## config.mk

```make
export PLATFORM = sky130hd
export DESIGN_NAME = nand_bus_seq
export DESIGN_NICKNAME = d
export VERILOG_FILES = /design/src/rtl/nbs_pkg.sv /design/src/rtl/nbs_timing.sv /design/src/rtl/nbs_phase_ctr.sv /design/src/rtl/nbs_rb_sync.sv /design/src/rtl/nand_bus_seq.sv
export SDC_FILE = /design/constraint.sdc
export NUM_CORES = 1
export LEC_CHECK = 0
export BUFFER_PORTS_ARGS = -buffer_cell sky130_fd_sc_hd__clkbuf_2
export CAP_MARGIN = 20
export CELL_PAD_IN_SITES_DETAIL_PLACEMENT = 1
export CELL_PAD_IN_SITES_GLOBAL_PLACEMENT = 2
export CORE_ASPECT_RATIO = 2
export CORE_MARGIN = 2
export CORE_UTILIZATION = 30
export DETAILED_ROUTE_END_ITERATION = 12
export PLACE_DENSITY_LB_ADDON = 0.2
export SLEW_MARGIN = 20
export SYNTH_ARGS = -nofsm -noshare
export SYNTH_HDL_FRONTEND = slang
export SYNTH_SLANG_ARGS = --single-unit
```

## constraint.sdc

```tcl
create_clock -name clk -period 2.1 [get_ports clk]
set_input_delay 0.315 -clock clk [delete_from_list [all_inputs] [get_ports clk]]
set_output_delay 0.315 -clock clk [all_outputs]
set_load 0.03 [all_outputs]
```

## src/rtl/nbs_pkg.sv

```systemverilog
package nbs_pkg;

  localparam int CNT_W = 8;

  typedef enum logic [1:0] {
    OP_CMD  = 2'd0,
    OP_ADDR = 2'd1,
    OP_WR   = 2'd2,
    OP_RD   = 2'd3
  } nbs_op_e;

  typedef enum logic [1:0] {
    ST_IDLE = 2'd0,
    ST_LO   = 2'd1,
    ST_HI   = 2'd2
  } nbs_st_e;

  typedef struct packed {
    logic [CNT_W-1:0] wlo;
    logic [CNT_W-1:0] whi;
    logic [CNT_W-1:0] rlo;
    logic [CNT_W-1:0] rhi;
  } nbs_tim_t;

  // index 0: normal set, index 1: slow set (all in ns)
  localparam int WR_LO_NS [2] = '{25, 40};
  localparam int WR_HI_NS [2] = '{15, 20};
  localparam int WR_CY_NS [2] = '{45, 60};
  localparam int RD_LO_NS [2] = '{25, 40};
  localparam int RD_HI_NS [2] = '{15, 20};
  localparam int RD_CY_NS [2] = '{50, 60};
  localparam int RD_AC_NS [2] = '{30, 40};

  function automatic int ns_to_clk(input int ns, input int clk_ns);
    int c;
    c = (ns + clk_ns - 1) / clk_ns;
    return (c < 1) ? 1 : c;
  endfunction

  function automatic int max2(input int a, input int b);
    return (a > b) ? a : b;
  endfunction

  function automatic int high_clk(input int cy_ns, input int lo_clk,
                                  input int hi_ns, input int clk_ns);
    return max2(ns_to_clk(hi_ns, clk_ns), ns_to_clk(cy_ns, clk_ns) - lo_clk);
  endfunction

endpackage

```

## src/rtl/nbs_timing.sv

```systemverilog
module nbs_timing
  import nbs_pkg::*;
#(
  parameter int CLK_NS = 20
) (
  input  logic     slow_i,
  output nbs_tim_t tim_o
);

  nbs_tim_t sets [2];

  for (genvar g = 0; g < 2; g++) begin : g_set
    localparam int WLO = ns_to_clk(WR_LO_NS[g], CLK_NS);
    localparam int RLO = max2(ns_to_clk(RD_LO_NS[g], CLK_NS),
                              ns_to_clk(RD_AC_NS[g], CLK_NS));
    localparam int WHI = high_clk(WR_CY_NS[g], WLO, WR_HI_NS[g], CLK_NS);
    localparam int RHI = high_clk(RD_CY_NS[g], RLO, RD_HI_NS[g], CLK_NS);
    assign sets[g].wlo = CNT_W'(WLO);
    assign sets[g].whi = CNT_W'(WHI);
    assign sets[g].rlo = CNT_W'(RLO);
    assign sets[g].rhi = CNT_W'(RHI);
  end

  assign tim_o = slow_i ? sets[1] : sets[0];

endmodule

```

## src/rtl/nbs_phase_ctr.sv

```systemverilog
module nbs_phase_ctr
  import nbs_pkg::*;
(
  input  logic             clk,
  input  logic             rst_n,
  input  logic             load_i,
  input  logic [CNT_W-1:0] val_i,
  output logic             done_o
);

  logic [CNT_W-1:0] cnt_q, cnt_nx;

  always_comb begin
    cnt_nx = cnt_q;
    if (load_i)             cnt_nx = val_i;
    else if (cnt_q != '0)   cnt_nx = cnt_q - CNT_W'(1);
  end

  always_ff @(posedge clk or negedge rst_n) begin
    if (!rst_n) cnt_q <= '0;
    else        cnt_q <= cnt_nx;
  end

  assign done_o = (cnt_q == '0);

endmodule

```

## src/rtl/nbs_rb_sync.sv

```systemverilog
module nbs_rb_sync #(
  parameter int BUSY_DLY = 4
) (
  input  logic clk,
  input  logic rst_n,
  input  logic rb_n_i,
  input  logic arm_i,
  output logic rb_s_o,
  output logic ok_o
);

  localparam int DCW = (BUSY_DLY < 1) ? 1 : $clog2(BUSY_DLY + 1);

  logic           s1_q, s2_q;
  logic [DCW-1:0] dly_q, dly_nx;

  always_comb begin
    dly_nx = dly_q;
    if (arm_i)             dly_nx = DCW'(BUSY_DLY);
    else if (dly_q != '0)  dly_nx = dly_q - DCW'(1);
  end

  always_ff @(posedge clk or negedge rst_n) begin
    if (!rst_n) begin
      s1_q  <= 1'b0;
      s2_q  <= 1'b0;
      dly_q <= '0;
    end else begin
      s1_q  <= rb_n_i;
      s2_q  <= s1_q;
      dly_q <= dly_nx;
    end
  end

  assign rb_s_o = s2_q;
  assign ok_o   = s2_q && (dly_q == '0);

endmodule

```

## src/rtl/nand_bus_seq.sv

```systemverilog
module nand_bus_seq
  import nbs_pkg::*;
#(
  parameter int DW       = 8,
  parameter int CLK_NS   = 20,
  parameter int BUSY_DLY = 4
) (
  input  logic          clk,
  input  logic          rst_n,
  input  logic          req_valid,
  input  logic [1:0]    req_op,
  input  logic [DW-1:0] req_data,
  output logic          req_ready,
  input  logic          slow_mode,
  input  logic          chip_sel,
  output logic [DW-1:0] rd_data,
  output logic          rd_valid,
  output logic          nf_ce_n,
  output logic          nf_cle,
  output logic          nf_ale,
  output logic          nf_we_n,
  output logic          nf_re_n,
  input  logic          nf_rb_n,
  input  logic [DW-1:0] nf_io_in,
  output logic [DW-1:0] nf_io_out,
  output logic          nf_io_oe
);

  nbs_st_e          st_q, st_nx;
  nbs_op_e          op_q, op_nx, op_in;
  logic             mode_q, mode_nx, mode_sel;
  nbs_tim_t         tim;
  logic             ctr_ld, ctr_done;
  logic [CNT_W-1:0] ctr_val;
  logic             arm, rb_ok, rb_sync, accept;
  logic             ce_nx, cle_nx, ale_nx, we_nx, re_nx, oe_nx, rdv_nx;
  logic [DW-1:0]    dout_nx, rd_nx, byte_ext;

  assign op_in    = nbs_op_e'(req_op);
  assign byte_ext = DW'(req_data[7:0]);
  assign mode_sel = (st_q == ST_IDLE) ? slow_mode : mode_q;
  assign req_ready = (st_q == ST_IDLE) && rb_ok;
  assign accept   = req_valid && req_ready;

  nbs_timing #(.CLK_NS(CLK_NS)) i_timing (
    .slow_i (mode_sel),
    .tim_o  (tim)
  );

  nbs_phase_ctr i_ctr (
    .clk    (clk),
    .rst_n  (rst_n),
    .load_i (ctr_ld),
    .val_i  (ctr_val),
    .done_o (ctr_done)
  );

  nbs_rb_sync #(.BUSY_DLY(BUSY_DLY)) i_rb (
    .clk    (clk),
    .rst_n  (rst_n),
    .rb_n_i (nf_rb_n),
    .arm_i  (arm),
    .rb_s_o (rb_sync),
    .ok_o   (rb_ok)
  );

  always_comb begin
    st_nx   = st_q;
    op_nx   = op_q;
    mode_nx = mode_q;
    cle_nx  = nf_cle;
    ale_nx  = nf_ale;
    we_nx   = nf_we_n;
    re_nx   = nf_re_n;
    oe_nx   = nf_io_oe;
    dout_nx = nf_io_out;
    rd_nx   = rd_data;
    rdv_nx  = 1'b0;
    ctr_ld  = 1'b0;
    ctr_val = '0;
    arm     = 1'b0;
    unique case (st_q)
      ST_IDLE: begin
        if (accept) begin
          st_nx   = ST_LO;
          op_nx   = op_in;
          mode_nx = slow_mode;
          ctr_ld  = 1'b1;
          ctr_val = (op_in == OP_RD) ? tim.rlo - CNT_W'(1)
                                     : tim.wlo - CNT_W'(1);
          cle_nx  = (op_in == OP_CMD);
          ale_nx  = (op_in == OP_ADDR);
          oe_nx   = (op_in != OP_RD);
          we_nx   = (op_in == OP_RD);
          re_nx   = (op_in != OP_RD);
          dout_nx = (op_in == OP_WR) ? req_data : byte_ext;
        end
      end
      ST_LO: begin
        if (ctr_done) begin
          st_nx   = ST_HI;
          ctr_ld  = 1'b1;
          ctr_val = (op_q == OP_RD) ? tim.rhi - CNT_W'(1)
                                    : tim.whi - CNT_W'(1);
          we_nx   = 1'b1;
          re_nx   = 1'b1;
          if (op_q == OP_RD) begin
            rd_nx  = nf_io_in;
            rdv_nx = 1'b1;
          end
        end
      end
      ST_HI: begin
        if (ctr_done) begin
          st_nx  = ST_IDLE;
          cle_nx = 1'b0;
          ale_nx = 1'b0;
          oe_nx  = 1'b0;
          arm    = (op_q == OP_CMD);
        end
      end
      default: st_nx = ST_IDLE;
    endcase
    ce_nx = ~(chip_sel || (st_nx != ST_IDLE));
  end

  always_ff @(posedge clk or negedge rst_n) begin
    if (!rst_n) begin
      st_q      <= ST_IDLE;
      op_q      <= OP_CMD;
      mode_q    <= 1'b0;
      nf_ce_n   <= 1'b1;
      nf_cle    <= 1'b0;
      nf_ale    <= 1'b0;
      nf_we_n   <= 1'b1;
      nf_re_n   <= 1'b1;
      nf_io_oe  <= 1'b0;
      nf_io_out <= '0;
      rd_data   <= '0;
      rd_valid  <= 1'b0;
    end else begin
      st_q      <= st_nx;
      op_q      <= op_nx;
      mode_q    <= mode_nx;
      nf_ce_n   <= ce_nx;
      nf_cle    <= cle_nx;
      nf_ale    <= ale_nx;
      nf_we_n   <= we_nx;
      nf_re_n   <= re_nx;
      nf_io_oe  <= oe_nx;
      nf_io_out <= dout_nx;
      rd_data   <= rd_nx;
      rd_valid  <= rdv_nx;
    end
  end

endmodule

```

After elaboration in Yosys (flattened, before gate mapping)
Cells that the tools add are included.
{ "classes": {"add_sub_neg": 2, "eq_ne": 9, "reduce_logical": 20, "muxes": 29, "n_bitwise": 1} }
{ "ops": {"columns": ["cell", "n"], "rows": [
  ["$mux 8", 2],
  ["$mux 1", 15],
  ["$pmux 1 s2", 6],
  ["$reduce_bool 2->1", 5],
  ["$reduce_and 3->1", 3],
  ["$logic_not 8->1", 1],
  ["$ne 2x2->1 const B", 4],
  ["$reduce_bool 8->1", 1],
  ["$sub 8x1->8 const B", 1],
  ["$eq 2x2->1 const B", 3],
  ["$logic_not 2->1", 3],
  ["$mux 2", 3],
  ["$mux 3", 2],
  ["$pmux 2 s3", 1],
  ["$eq 2x1->1 const B", 2],
  ["$logic_and 1x1->1", 3],
  ["$logic_not 3->1", 1],
  ["$reduce_bool 3->1", 1],
  ["$sub 3x1->3 const B", 1],
  ["$reduce_and 2->1", 1],
  ["$logic_or 1x1->1", 1],
  ["$not 1->1", 1]
]} }
{ "word_totals": {"elab_cells": 76, "register_bits": 40, "output_inout_bits": 24, "inputBits": 24} }

Depth between registers and ports, before layout
{ "logic_depth": {"depth_word": 9, "ltp_mapped": 8, "mapped_depth_nobuf": 5} }

By module
A second synthesis with hierarchy kept.
{ "hier_totals": {"cells_unflattened": 281, "hier_area_um2": 2628.8} }
{ "by_module_without_submodules": {"columns": ["module", "area_each_um2", "cells_per_inst", "seq_area_each_um2", "n_inst"], "rows": [
  ["nand_bus_seq", 1662.8, 174, 704.4, 1],
  ["nbs_phase_ctr", 476.7, 54, 200.2, 1],
  ["nbs_timing", 247.7, 34, 0.0, 1],
  ["nbs_rb_sync", 241.5, 19, 125.1, 1]
]} }

Worst setup path after synthesis
No wires, ideal clock.
{ "synth_timing": {"path_type": "register to register", "startpoint": "reg i_ctr.cnt_q[0]", "endpoint": "reg rd_data[0]", "setup_time_ps": 125, "setup_slack_ps": -81, "synth_period_minus_slack_ps": 2181, "t_arrival_ps": 2056, "stages_incl_launch_ff": 7, "required_ps": 1975, "cell_sequence": "dfrtp_1 > inv_1 > ha_1 > or3b_2 > or4_4 > buf_6 > mux2_4"} }
{ "synth_via": {"elab_chain_len": 2} }
{ "synth_rtl": {"columns": ["item", "line", "text"], "rows": [
  ["start, declared", "nbs_phase_ctr.sv:11", "logic [CNT_W-1:0] cnt_q, cnt_nx;"],
  ["start signal, assigned", "nbs_phase_ctr.sv:21", "else cnt_q <= cnt_nx;"],
  ["$logic_not 8->1", "nbs_phase_ctr.sv:24", "assign done_o = (cnt_q == '0);"],
  ["$reduce_and 3->1 (no source line)", null, null],
  ["end signal, assigned", "nand_bus_seq.sv:152", "rd_data <= rd_nx;"],
  ["end, declared", "nand_bus_seq.sv:16", "output logic [DW-1:0] rd_data,"]
]} }
Every way passes these cells.
A chain may end at the register's enable or synchronous reset.

Worst setup path in the final report
{ "layout_timing": {"startpoint": "reg i_ctr.cnt_q[6]", "endpoint": "reg rd_data[3]"} }
Same word-level chain as after synthesis.

==> results_dict.tcl <==
set metrics [dict create \
    drv_cap 0 \
    drc 0 \
    setup_slack_ns 0.0609 \
    final_hold_viol_count 0 \
    design.core.area_sq_um 5960 \
    numPortBuffers 46 \
    start_util_pct 30.8 \
    fin_worst_skew_ns 0.00640 \
    totalWireLength_um 4830 \
    num_vias 1447 \
    cellLeakagePower_nw 1.18 \
    holdWs_ns 0.0836 \
    grt_max_degree 41 \
    yosysUniqueCellTypes 42 \
    crit_type "flip-flop to flip-flop" \
    vdd_drop_max_uv 569 \
    dp_slack_ns -0.00375 \
    crit_fanout 8 \
    clk_pin_slew_worst_paths_ns 0.06 \
    first_pass_iters 4 \
    drtIter0Drc 29 \
    place.gp.congestion 0.742 \
    clockBufferDepth 2 \
    routed_via_density 5.21 \
    crit_path_start_kind "flip-flop" \
    die_h_um 115 \
    final_nets 241 \
    drive_gt1_share_pct 46.0 \
    ios 48 \
    p_per_area_nw_per_um2 719 \
    rsz0062_at_grt "false" \
    status "complete, no violations" \
    worstPathArrival_ns 2.21 \
    placed_area_sq_um 2250 \
    fin_crit_sh_pct 97.1 \
    worst_setup_path_end_kind "flip-flop" \
    grt_overflow 0 \
    synth_nets 178 \
    antenna_found_initial 0 \
    fin_area_sq_um 2420 \
    hold_path.class "primary input to asynchronous set/reset pin" \
    cts_buffers 5 \
    synth_area_per_cell_sq_um 12.1 \
    clkLatencyLatePin_ns 0.29 \
    fmax_mhz 490 \
    netlist_instances 151 \
    cts_tree "built" \
    cts.sink_count 40 \
    rrSetupSlack_ns 0.06 \
    grt_pass1_vias 1710 \
    grt_util_all_layers_pct 16.3 \
    maxSlewHeadroom_pct 64.2 \
    root_buffer "clkbuf_16" \
    cts-htree-levels 2 \
    rows 40 \
    die_area_sq_um 6790 \
    synth_seq_cells 40 \
    seq_area_sq_um 1000 \
    antenna_left 0 \
    area_growth_pct 32.1 \
    ys_warn_count 0 \
    setup_violations 0 \
    die_w_um 59.3 \
    fillers 667 \
    hpwl_um 3720 \
    worstMarginPinSlew_ns 0.536 \
    drv_slew 0 \
    synth.cell_area_sq_um 1830 \
    fin_crit_ns 2.04 \
    cp.required_ns 2.27 \
    synth_seq_area_share_pct 54.8 \
    n_antenna_cell 0 \
    routedWlPerCell_um 17.4 \
    multi_input_area_sq_um 791 \
    grt_first_pass_wirelength_um 8170 \
]
-- synth_stat cells --
library cell  count  share of area [%]
a2111oi_0         2               0.96
a211o_1           2               0.96
a211oi_1          4                1.6
a21o_1            2               0.82
a21oi_1           3               0.82
a221o_1           1               0.55
a221oi_1          1               0.48
a22oi_1           1               0.41
and2_0            2               0.68
and2_1            1               0.34
buf_2             3               0.82
buf_4             1               0.41
buf_6             1               0.61
clkbuf_1          3               0.61
dfrtp_1          37                 50
dfstp_2           3                4.3
ha_1              3                2.0
inv_1             5                1.0
mux2_2           10                6.1
mux2_4            8                6.5
nand2_1           6                1.2
nand2b_1          5                1.7
nand3_1           2               0.55
nand4_1           2               0.68
nand4b_1          1               0.48
nor2_1            5                1.0
nor2b_1           5                1.7
nor3_1            6                1.6
nor4_1            2               0.68
nor4b_1           1               0.48
o211ai_1          7                2.9
o21ai_0           5                1.4
o31a_1            1               0.48
o31ai_1           1               0.41
o32a_1            1               0.55
o41ai_1           1               0.48
or2_2             1               0.34
or3_1             1               0.34
or3b_2            1               0.48
or4_1             2               0.82
or4_4             1               0.61
xnor2_1           1               0.48
-- sequential cells by signal, summed over array words and instances (netlist names) --
name / flops
rd_data: 8
nf_we_n: 1
i_rb.s1_q: 1
i_rb.rb_s_o: 1
nf_io_out: 8
i_rb.dly_q: 3
nf_cle: 1
i_ctr.cnt_q: 8
st_q: 2
nf_io_oe: 1
nf_ale: 1
rd_valid: 1
op_q: 2
nf_ce_n: 1
nf_re_n: 1
-- timing repair --
action                     in CTS  in global routing
setup endpoints to repair       8                  1
buffers inserted                0                  0
pin swaps                       1                  0
hold buffers                    0                  0
gates resized for setup         1                  2
-- cells by family after synthesis --
| kind of cell | count (synthesis) | share of synthesized area [%] |
|---|---|---|
| buf+inv | 13 | 3.48 |
| mux | 18 | 12.7 |
| fa+ha+maj | 3 | 2.05 |
| compound gates | 32 | 12.8 |
| flops | 40 | 54.8 |
| xor+xnor | 1 | 0.478 |
| simple gates | 44 | 13.8 |
-- final cells by class --
class	instances	share of cell area, %
Clock inverter	2	1.45
Clock buffer	6	5.32
Sequential cell	40	41.5
Timing Repair Buffer	64	15.1
Multi-Input combinational cell	98	32.6
Tap cell	63	3.25
Inverter	5	0.775
-- power by group --
part	switching [mW]	leakage [nW]	internal, mW
combinational	0.0475	0.622	0.0335
clock	0.314	0.0808	0.559
sequential	0.00538	0.478	0.781
-- critical path: stages (launching register included) --
cell	delay (ns)
dfrtp_1	0.38
or4_4	0.57
or4_4	0.64
mux2_4	0.33
-- per-layer routing --
layer  up-vias  wire length, um  GRT usage (%)
met2        21             2950           31.4
met4         0               95           6.82
li1        683                -              -
met1       735             1650           15.4
met5         -                0              0
met3         8              128           3.95
-- cells in the final DEF (no fill, tap or decap), drive strengths merged, types with 2 or more instances in the layout --
master	synthesis	routed
dfrtp	37	37
dfstp	3	3
nor2b	5	5
nand2b	5	5
a211oi	4	4
a21oi	3	3
nor2	5	5
nor4	2	2
nand2	6	6
clkbuf	3	52
nor3	6	6
a211o	2	2
mux2	18	18
o21ai	5	5
o211ai	7	7
ha	3	3
and2	3	3
inv	5	5
a21o	2	2
nand4	2	2
buf	5	18
a2111oi	2	2
or4	3	3
nand3	2	2
-- per-stage QoR --
step,power [mW],setup TNS (ns),utilization (%),cells
2_1_floorplan,0.831,0,-,151
3_3_place_gp,0.881,0,37.8,270
3_5_place_dp,0.885,-0.0115,37.8,270
4_1_cts,1.78,0,40.6,278
5_1_grt,1.81,0,40.7,278
6_report,1.74,0,40.7,278
-- path summary, 6_finish.rpt --
check,startpoint,end,cells after the start
max reg2reg,i_ctr.cnt_q[6],rd_data[3],3
min,rst_n,i_ctr.cnt_q[3],2
min reg2reg,i_rb.s1_q,i_rb.rb_s_o,0
max in group asynchronous,rst_n,nf_ce_n,2
max,i_ctr.cnt_q[6],rd_data[3],3
min in group clk,nf_rb_n,i_rb.s1_q,1
(Power assumes the default switching activity.)
